File: config.mk
export PLATFORM = sky130hd
export DESIGN_NAME = pgs_power_seq
export DESIGN_NICKNAME = d
export VERILOG_FILES = /design/src/rtl/pgs_pkg.sv /design/src/rtl/pgs_delay_cnt.sv /design/src/rtl/pgs_regfile.sv /design/src/rtl/pgs_fsm.sv /design/src/rtl/pgs_power_seq.sv
export SDC_FILE = /design/constraint.sdc
export NUM_CORES = 1
export LEC_CHECK = 0
export ABC_AREA = 1
export BUFFER_PORTS_ARGS = -buffer_cell sky130_fd_sc_hd__buf_4
export CAP_MARGIN = 0
export CORE_UTILIZATION = 45
export DETAILED_ROUTE_END_ITERATION = 6
export GPL_TIMING_DRIVEN = 0
export PLACE_DENSITY = 0.71
export SLEW_MARGIN = 30
export SYNTH_ARGS = -nofsm -noshare
export SYNTH_HDL_FRONTEND = slang
export SYNTH_HIERARCHICAL = 1
export SYNTH_SLANG_ARGS = --single-unit
File: constraint.sdc
create_clock -name clk -period 3.8 [get_ports clk]
set_input_delay 0.19 -clock clk [delete_from_list [all_inputs] [get_ports clk]]
set_output_delay 0.19 -clock clk [all_outputs]
set_load 0.05 [all_outputs]
File: src/rtl/pgs_pkg.sv
package pgs_pkg;

    localparam int PGS_DLY_W   = 6;
    localparam int PGS_OFS_W   = 12;

    localparam logic [PGS_OFS_W-1:0] OFS_CTRL = 12'h000;
    localparam logic [PGS_OFS_W-1:0] OFS_GATE = 12'h260;
    localparam logic [PGS_OFS_W-1:0] OFS_UPTM = 12'h264;
    localparam logic [PGS_OFS_W-1:0] OFS_DNTM = 12'h268;

    localparam logic [PGS_DLY_W-1:0] DLY_RESET = 6'h3F;

    // Bit positions inside the control register
    localparam int CB_REQ_DN = 0;
    localparam int CB_REQ_UP = 1;
    localparam int CB_BUSY   = 2;
    localparam int CB_SW     = 3;
    localparam int CB_ISO    = 4;

    // One timing register: first-step wait and second-step wait
    typedef struct packed {
        logic [PGS_DLY_W-1:0] second;
        logic [PGS_DLY_W-1:0] first;
    } seq_tm_t;

    typedef struct packed {
        logic up;
        logic dn;
    } req_t;

    typedef enum logic [2:0] {
        ST_IDLE   = 3'd0,
        ST_UP_SW  = 3'd1,
        ST_UP_S2I = 3'd2,
        ST_DN_ISO = 3'd3,
        ST_DN_I2S = 3'd4
    } seq_state_t;

    function automatic logic [PGS_DLY_W-1:0] wait_len(input logic [PGS_DLY_W-1:0] d);
        return (d == '0) ? PGS_DLY_W'(1) : d;
    endfunction

    // Field layout: first in [5:0], second in [13:8]
    function automatic logic [15:0] tm_pack(input seq_tm_t t);
        return {2'b00, t.second, 2'b00, t.first};
    endfunction

    function automatic seq_tm_t tm_unpack(input logic [15:0] w);
        seq_tm_t t;
        t.first  = w[PGS_DLY_W-1:0];
        t.second = w[8 +: PGS_DLY_W];
        return t;
    endfunction

endpackage

File: src/rtl/pgs_delay_cnt.sv
module pgs_delay_cnt
    import pgs_pkg::*;
#(
    parameter int CNT_W = PGS_DLY_W
) (
    input  logic             clk,
    input  logic             rst,
    input  logic             load,
    input  logic [CNT_W-1:0] load_val,
    output logic             last
);

    logic [CNT_W-1:0] cnt_q;

    always_ff @(posedge clk) begin
        if (rst) begin
            cnt_q <= '0;
        end else if (load) begin
            cnt_q <= load_val;
        end else if (cnt_q != '0) begin
            cnt_q <= cnt_q - CNT_W'(1);
        end
    end

    assign last = (cnt_q == CNT_W'(1));

endmodule

File: src/rtl/pgs_regfile.sv
module pgs_regfile
    import pgs_pkg::*;
#(
    parameter int ADDR_W = PGS_OFS_W,
    parameter int DATA_W = 32
) (
    input  logic              clk,
    input  logic              rst,
    input  logic              bus_sel,
    input  logic              bus_wr,
    input  logic [ADDR_W-1:0] bus_addr,
    input  logic [DATA_W-1:0] bus_wdata,
    output logic [DATA_W-1:0] bus_rdata,
    input  logic              busy,
    input  logic              sw_state,
    input  logic              iso_state,
    input  req_t              req_clr,
    output req_t              req,
    output logic              gate_en,
    output seq_tm_t           up_tm,
    output seq_tm_t           dn_tm
);

    localparam int LOW_W = (DATA_W < 16) ? DATA_W : 16;

    logic hit_ctrl, hit_gate, hit_uptm, hit_dntm;
    logic wr_en, rd_en;
    logic [15:0] wlow;
    logic [DATA_W-1:0] rd_mux;

    assign hit_ctrl = (bus_addr == ADDR_W'(OFS_CTRL));
    assign hit_gate = (bus_addr == ADDR_W'(OFS_GATE));
    assign hit_uptm = (bus_addr == ADDR_W'(OFS_UPTM));
    assign hit_dntm = (bus_addr == ADDR_W'(OFS_DNTM));
    assign wr_en    = bus_sel &  bus_wr;
    assign rd_en    = bus_sel & ~bus_wr;
    assign wlow     = 16'(bus_wdata[LOW_W-1:0]);

    // Request bits: software sets them only while idle; hardware clears win
    always_ff @(posedge clk) begin
        if (rst) begin
            req <= '0;
        end else begin
            req_t nxt;
            nxt = req;
            if (wr_en && hit_ctrl && !busy) begin
                nxt.dn = wlow[CB_REQ_DN];
                nxt.up = wlow[CB_REQ_UP];
            end
            req <= nxt & ~req_clr;
        end
    end

    always_ff @(posedge clk) begin
        if (rst) begin
            gate_en <= 1'b0;
            up_tm   <= '{second: DLY_RESET, first: DLY_RESET};
            dn_tm   <= '{second: DLY_RESET, first: DLY_RESET};
        end else if (wr_en) begin
            if (hit_gate) gate_en <= wlow[0];
            if (hit_uptm) up_tm   <= tm_unpack(wlow);
            if (hit_dntm) dn_tm   <= tm_unpack(wlow);
        end
    end

    always_comb begin
        logic [15:0] ctrl_word;
        ctrl_word            = '0;
        ctrl_word[CB_REQ_DN] = req.dn;
        ctrl_word[CB_REQ_UP] = req.up;
        ctrl_word[CB_BUSY]   = busy;
        ctrl_word[CB_SW]     = sw_state;
        ctrl_word[CB_ISO]    = iso_state;
        rd_mux = '0;
        if (hit_ctrl)      rd_mux = DATA_W'(ctrl_word[LOW_W-1:0]);
        else if (hit_gate) rd_mux = DATA_W'(gate_en);
        else if (hit_uptm) rd_mux = DATA_W'(tm_pack(up_tm));
        else if (hit_dntm) rd_mux = DATA_W'(tm_pack(dn_tm));
    end

    always_ff @(posedge clk) begin
        if (rst) begin
            bus_rdata <= '0;
        end else if (rd_en) begin
            bus_rdata <= rd_mux;
        end
    end

endmodule

File: src/rtl/pgs_fsm.sv
module pgs_fsm
    import pgs_pkg::*;
(
    input  logic                 clk,
    input  logic                 rst,
    input  req_t                 req,
    input  logic                 gate_en,
    input  seq_tm_t              up_tm,
    input  seq_tm_t              dn_tm,
    input  logic                 cnt_last,
    output logic                 cnt_load,
    output logic [PGS_DLY_W-1:0] cnt_val,
    output req_t                 req_clr,
    output logic                 pwr_sw_en,
    output logic                 iso_en,
    output logic                 busy
);

    seq_state_t state_q, state_d;
    logic start_up, start_dn, drop_dn;

    assign start_up = req.up;
    assign start_dn = req.dn & ~req.up & gate_en;
    assign drop_dn  = req.dn & (req.up | ~gate_en);
    assign busy     = (state_q != ST_IDLE);

    always_comb begin
        state_d  = state_q;
        cnt_load = 1'b0;
        cnt_val  = '0;
        req_clr  = '0;
        unique case (state_q)
            ST_IDLE: begin
                req_clr.dn = drop_dn;
                if (start_up) begin
                    state_d  = ST_UP_SW;
                    cnt_load = 1'b1;
                    cnt_val  = wait_len(up_tm.first);
                end else if (start_dn) begin
                    state_d  = ST_DN_ISO;
                    cnt_load = 1'b1;
                    cnt_val  = wait_len(dn_tm.first);
                end
            end
            ST_UP_SW: if (cnt_last) begin
                state_d  = ST_UP_S2I;
                cnt_load = 1'b1;
                cnt_val  = wait_len(up_tm.second);
            end
            ST_UP_S2I: if (cnt_last) begin
                state_d    = ST_IDLE;
                req_clr.up = 1'b1;
            end
            ST_DN_ISO: if (cnt_last) begin
                state_d  = ST_DN_I2S;
                cnt_load = 1'b1;
                cnt_val  = wait_len(dn_tm.second);
            end
            ST_DN_I2S: if (cnt_last) begin
                state_d    = ST_IDLE;
                req_clr.dn = 1'b1;
            end
            default: state_d = ST_IDLE;
        endcase
    end

    always_ff @(posedge clk) begin
        if (rst) begin
            state_q   <= ST_IDLE;
            pwr_sw_en <= 1'b1;
            iso_en    <= 1'b0;
        end else begin
            state_q <= state_d;
            if (state_q == ST_IDLE && start_up)
                pwr_sw_en <= 1'b1;
            if (state_q == ST_IDLE && start_dn)
                iso_en <= 1'b1;
            if (state_q == ST_UP_S2I && cnt_last)
                iso_en <= 1'b0;
            if (state_q == ST_DN_I2S && cnt_last)
                pwr_sw_en <= 1'b0;
        end
    end

endmodule

File: src/rtl/pgs_power_seq.sv
module pgs_power_seq
    import pgs_pkg::*;
#(
    parameter int ADDR_W = PGS_OFS_W,
    parameter int DATA_W = 32
) (
    input  logic              clk,
    input  logic              rst,
    input  logic              bus_sel,
    input  logic              bus_wr,
    input  logic [ADDR_W-1:0] bus_addr,
    input  logic [DATA_W-1:0] bus_wdata,
    output logic [DATA_W-1:0] bus_rdata,
    output logic              pwr_sw_en,
    output logic              iso_en,
    output logic              busy
);

    req_t                 req_w, req_clr_w;
    logic                 gate_en_w;
    seq_tm_t              up_tm_w, dn_tm_w;
    logic                 cnt_load_w, cnt_last_w;
    logic [PGS_DLY_W-1:0] cnt_val_w;

    pgs_regfile #(
        .ADDR_W (ADDR_W),
        .DATA_W (DATA_W)
    ) u_regs (
        .clk       (clk),
        .rst       (rst),
        .bus_sel   (bus_sel),
        .bus_wr    (bus_wr),
        .bus_addr  (bus_addr),
        .bus_wdata (bus_wdata),
        .bus_rdata (bus_rdata),
        .busy      (busy),
        .sw_state  (pwr_sw_en),
        .iso_state (iso_en),
        .req_clr   (req_clr_w),
        .req       (req_w),
        .gate_en   (gate_en_w),
        .up_tm     (up_tm_w),
        .dn_tm     (dn_tm_w)
    );

    pgs_fsm u_fsm (
        .clk       (clk),
        .rst       (rst),
        .req       (req_w),
        .gate_en   (gate_en_w),
        .up_tm     (up_tm_w),
        .dn_tm     (dn_tm_w),
        .cnt_last  (cnt_last_w),
        .cnt_load  (cnt_load_w),
        .cnt_val   (cnt_val_w),
        .req_clr   (req_clr_w),
        .pwr_sw_en (pwr_sw_en),
        .iso_en    (iso_en),
        .busy      (busy)
    );

    pgs_delay_cnt #(
        .CNT_W (PGS_DLY_W)
    ) u_cnt (
        .clk      (clk),
        .rst      (rst),
        .load     (cnt_load_w),
        .load_val (cnt_val_w),
        .last     (cnt_last_w)
    );

endmodule

==> out/metrics.yaml <==
synth_top_cell_by_area: "dfxtp_1"
hp-class: "in2reg"
cts_hold_buf: 0
cts_buffers: 5
synth-edff-count: 0
cts_setup_buffers: 0
critPathMaxStageDelay_ps: 600
ys.flop_type: "dfxtp_1"
slew_violations: 0
ys_seq_elements: 50
grt_pass1_wl_mm: 12.2
routabilityCongestion: 0.879
max_slew.worst_pin.slew_ps: 694
start_util_pct: 46.8
grt_max_degree: 14
critical_path.most_common_cell: "nor2_1"
grt_usage_pct: 21.3
cp_slowest_cell: "o21ai_0"
p_leak_nw: 1.78
drc: 0
relSlewSlack_pct: 53.2
fin_tns_setup_ps: 0
synth_area_leaders: "dfxtp_1, nand2_1, nand3_1"
crit_type: "reg2reg"
dp_hpwl_mm: 5.66
area_growth_syn_to_layout_pct: 18.7
pin_count: 83
seq_area_frac_synth_pct: 33.5
antenna_left: 0
power_density_nw_per_um2: 359
syn_area_sq_um: 2990
vias_per_cell: 4.95
rr_worst_depth: 9
cts_buffer_depth: 2
die_w_microns: 83.5
critPathTopFamily: "simple AND/OR/NAND/NOR gates"
synth_cell_types: 31
rows: 29
endpoint_kind: "flip-flop"
critPathLaunchType: "flip-flop"
die_h_microns: 83.5
layout-drive-gt1-share_pct: 21.9
period_share_pct: 64.5
critPathRequiredTime_ps: 4000
async_flop_share_pct: 0
portBuffers: 42
maxCapViolations: 0
fin_nets: 571
place_area_sq_um: 3470
wl_mm: 7.17
cts-resized-gates: 0
cts_tree: "built"
synth_most_common_cell: "nand2_1"
ir_drop_mv: 0.272
finalHoldViolCount: 0
regToRegEndpoint: "u_cnt/cnt_q[5]$_SDFFE_PP0P_"
firstDrtPassIters: 5
coreArea_sq_um: 6390
r2r-start: "u_cnt/cnt_q[2]$_SDFFE_PP0P_"
whs_endpoint: "u_regs/dn_tm[8]$_SDFFE_PP1P_"
die-area_sq_um: 6970
via_count: 2960
synth.cells.most_frequent: "nand2_1, nand3_1, dfxtp_1"
min-delay-start: "bus_wdata[10]"
crit_fanout: 10
reg2reg_slack_ps: 1350
crit_path_cell_trace: "nor2_4 > nand2_1 > nor2_1 > inv_1 > o21ai_0 > inv_2 > or2_1 > nand3_1 > nor2_1"
max_freq_mhz: 408
rsz0062_at_grt: "no"
cts.sinks: 50
grt_pass1_vias: 2716
whs_path_depth: 3
cts.clk_slew.worst_paths_ps: 80
drtIter0Drc: 142
post_synth.cell_area_avg_sq_um: 6.60
worstPathArrival_ps: 2650
setup_violations: 0
antenna_found_initial: 0
fin_area_sq_um: 3550
status: "finished clean"
h-tree-depth: 2
antenna_cells: 0
synth_top_area_share_pct: 33.5
fin_skew_ps: 2.79
path_buf_inv: 2
yosys_warnings: 6
root_buffer: "clkbuf_8"
insertion_delay_ps: 300
synth_cells: 453
grt_overflow: 0
wl_per_cell_microns: 12.0
period_needed_ps: 2450
-- sequential cells by signal (all words and copies together), names as in the netlist --
register / flops
u_regs/bus_rdata: 12
u_regs/dn_tm: 12
u_regs/up_tm: 12
u_cnt/cnt_q: 6
u_fsm/state_q: 3
u_regs/req: 2
u_fsm/iso_en: 1
u_fsm/pwr_sw_en: 1
u_regs/gate_en: 1
-- cells by family after synthesis --
logic type	synth area share, %
AOI/OAI and AO/OA	7.28
adders and majority gates	0.837
buffers and inverters	12.6
DFF	33.5
other	0.125
and+or+nand+nor	45.6
-- cells in the final DEF, fill, tap and decap left out, types with 3 or more instances in the layout --
cell type	n
nand3_1	65
nand4_1	8
inv_2	7
nand3b_1	4
clkbuf_1	7
o21ai_1	3
nand2_2	3
clkbuf_8	5
o21ai_0	12
nand2_1	150
nor2_4	9
buf_4	65
buf_6	3
dfxtp_1	50
inv_1	29
nor2_2	6
a21oi_2	8
conb_1	20
a21oi_1	9
nor2_1	38
nand2_4	3
-- report_power, final --
group | switching [W] | total, W | internal [W]
sequential | 0.0000270 | 0.000577 | 0.000550
clock | 0.000166 | 0.000294 | 0.000127
combinational | 0.000265 | 0.000402 | 0.000137
-- worst max path at each step --
stage	startpoint	endpoint	slack, ps	cells after the start
final	u_cnt/cnt_q[2]$_SDFFE_PP0P_	u_cnt/cnt_q[5]$_SDFFE_PP0P_	1350	9
after global routing	u_cnt/cnt_q[1]$_SDFFE_PP0P_	u_cnt/cnt_q[5]$_SDFFE_PP0P_	1150	10
after CTS	u_cnt/cnt_q[2]$_SDFFE_PP0P_	u_cnt/cnt_q[5]$_SDFFE_PP0P_	1370	9
after detailed placement	u_cnt/cnt_q[2]$_SDFFE_PP0P_	u_cnt/cnt_q[5]$_SDFFE_PP0P_	1400	9
after global placement	u_cnt/cnt_q[2]$_SDFFE_PP0P_	u_cnt/cnt_q[5]$_SDFFE_PP0P_	1380	9
after floorplan	u_cnt/cnt_q[2]$_SDFFE_PP0P_	u_cnt/cnt_q[5]$_SDFFE_PP0P_	1890	9
-- metrics by stage --
stage / total power, W / cells / hold WS, ps / util, % / setup WS, ps
after floorplan: 0.000900 / 472 / 252 / - / 1890
after global placement: 0.000976 / 591 / 413 / 54.4 / 1380
after detailed placement: 0.000990 / 591 / 415 / 54.4 / 1400
after CTS: 0.00128 / 598 / 105 / 55.6 / 1370
after global routing: 0.00136 / 598 / 109 / 55.6 / 1150
final: 0.00127 / 598 / 108 / 55.6 / 1350
-- layout make-up --
class | count | area (sq um)
Fill cell | 652 | 2840
Multi-Input combinational cell | 351 | 1680
Sequential cell | 50 | 1000
Timing Repair Buffer | 42 | 315
Buffer | 32 | 230
Inverter | 39 | 148
Tap cell | 77 | 96.3
Clock buffer | 7 | 76.3
-- worst register-to-register path: cells and delay by family (launching register included) --
family                 cells  cell delay (ps)
flip-flops                 1              360
AND/OR/NAND/NOR            6             1000
buffers and inverters      2              400
AO/OA/AOI/OAI              1              600
-- per-layer routing --
| layer | part of all wire, % | GRT usage [%] |
|---|---|---|
| met2 | 47 | 35.5 |
| met3 | 3.8 | 3.56 |
| met1 | 49 | 29.0 |
| met4 | 0.78 | 4.62 |
| met5 | 0 | 0 |
Note: power is estimated with default switching activity, not from simulation.
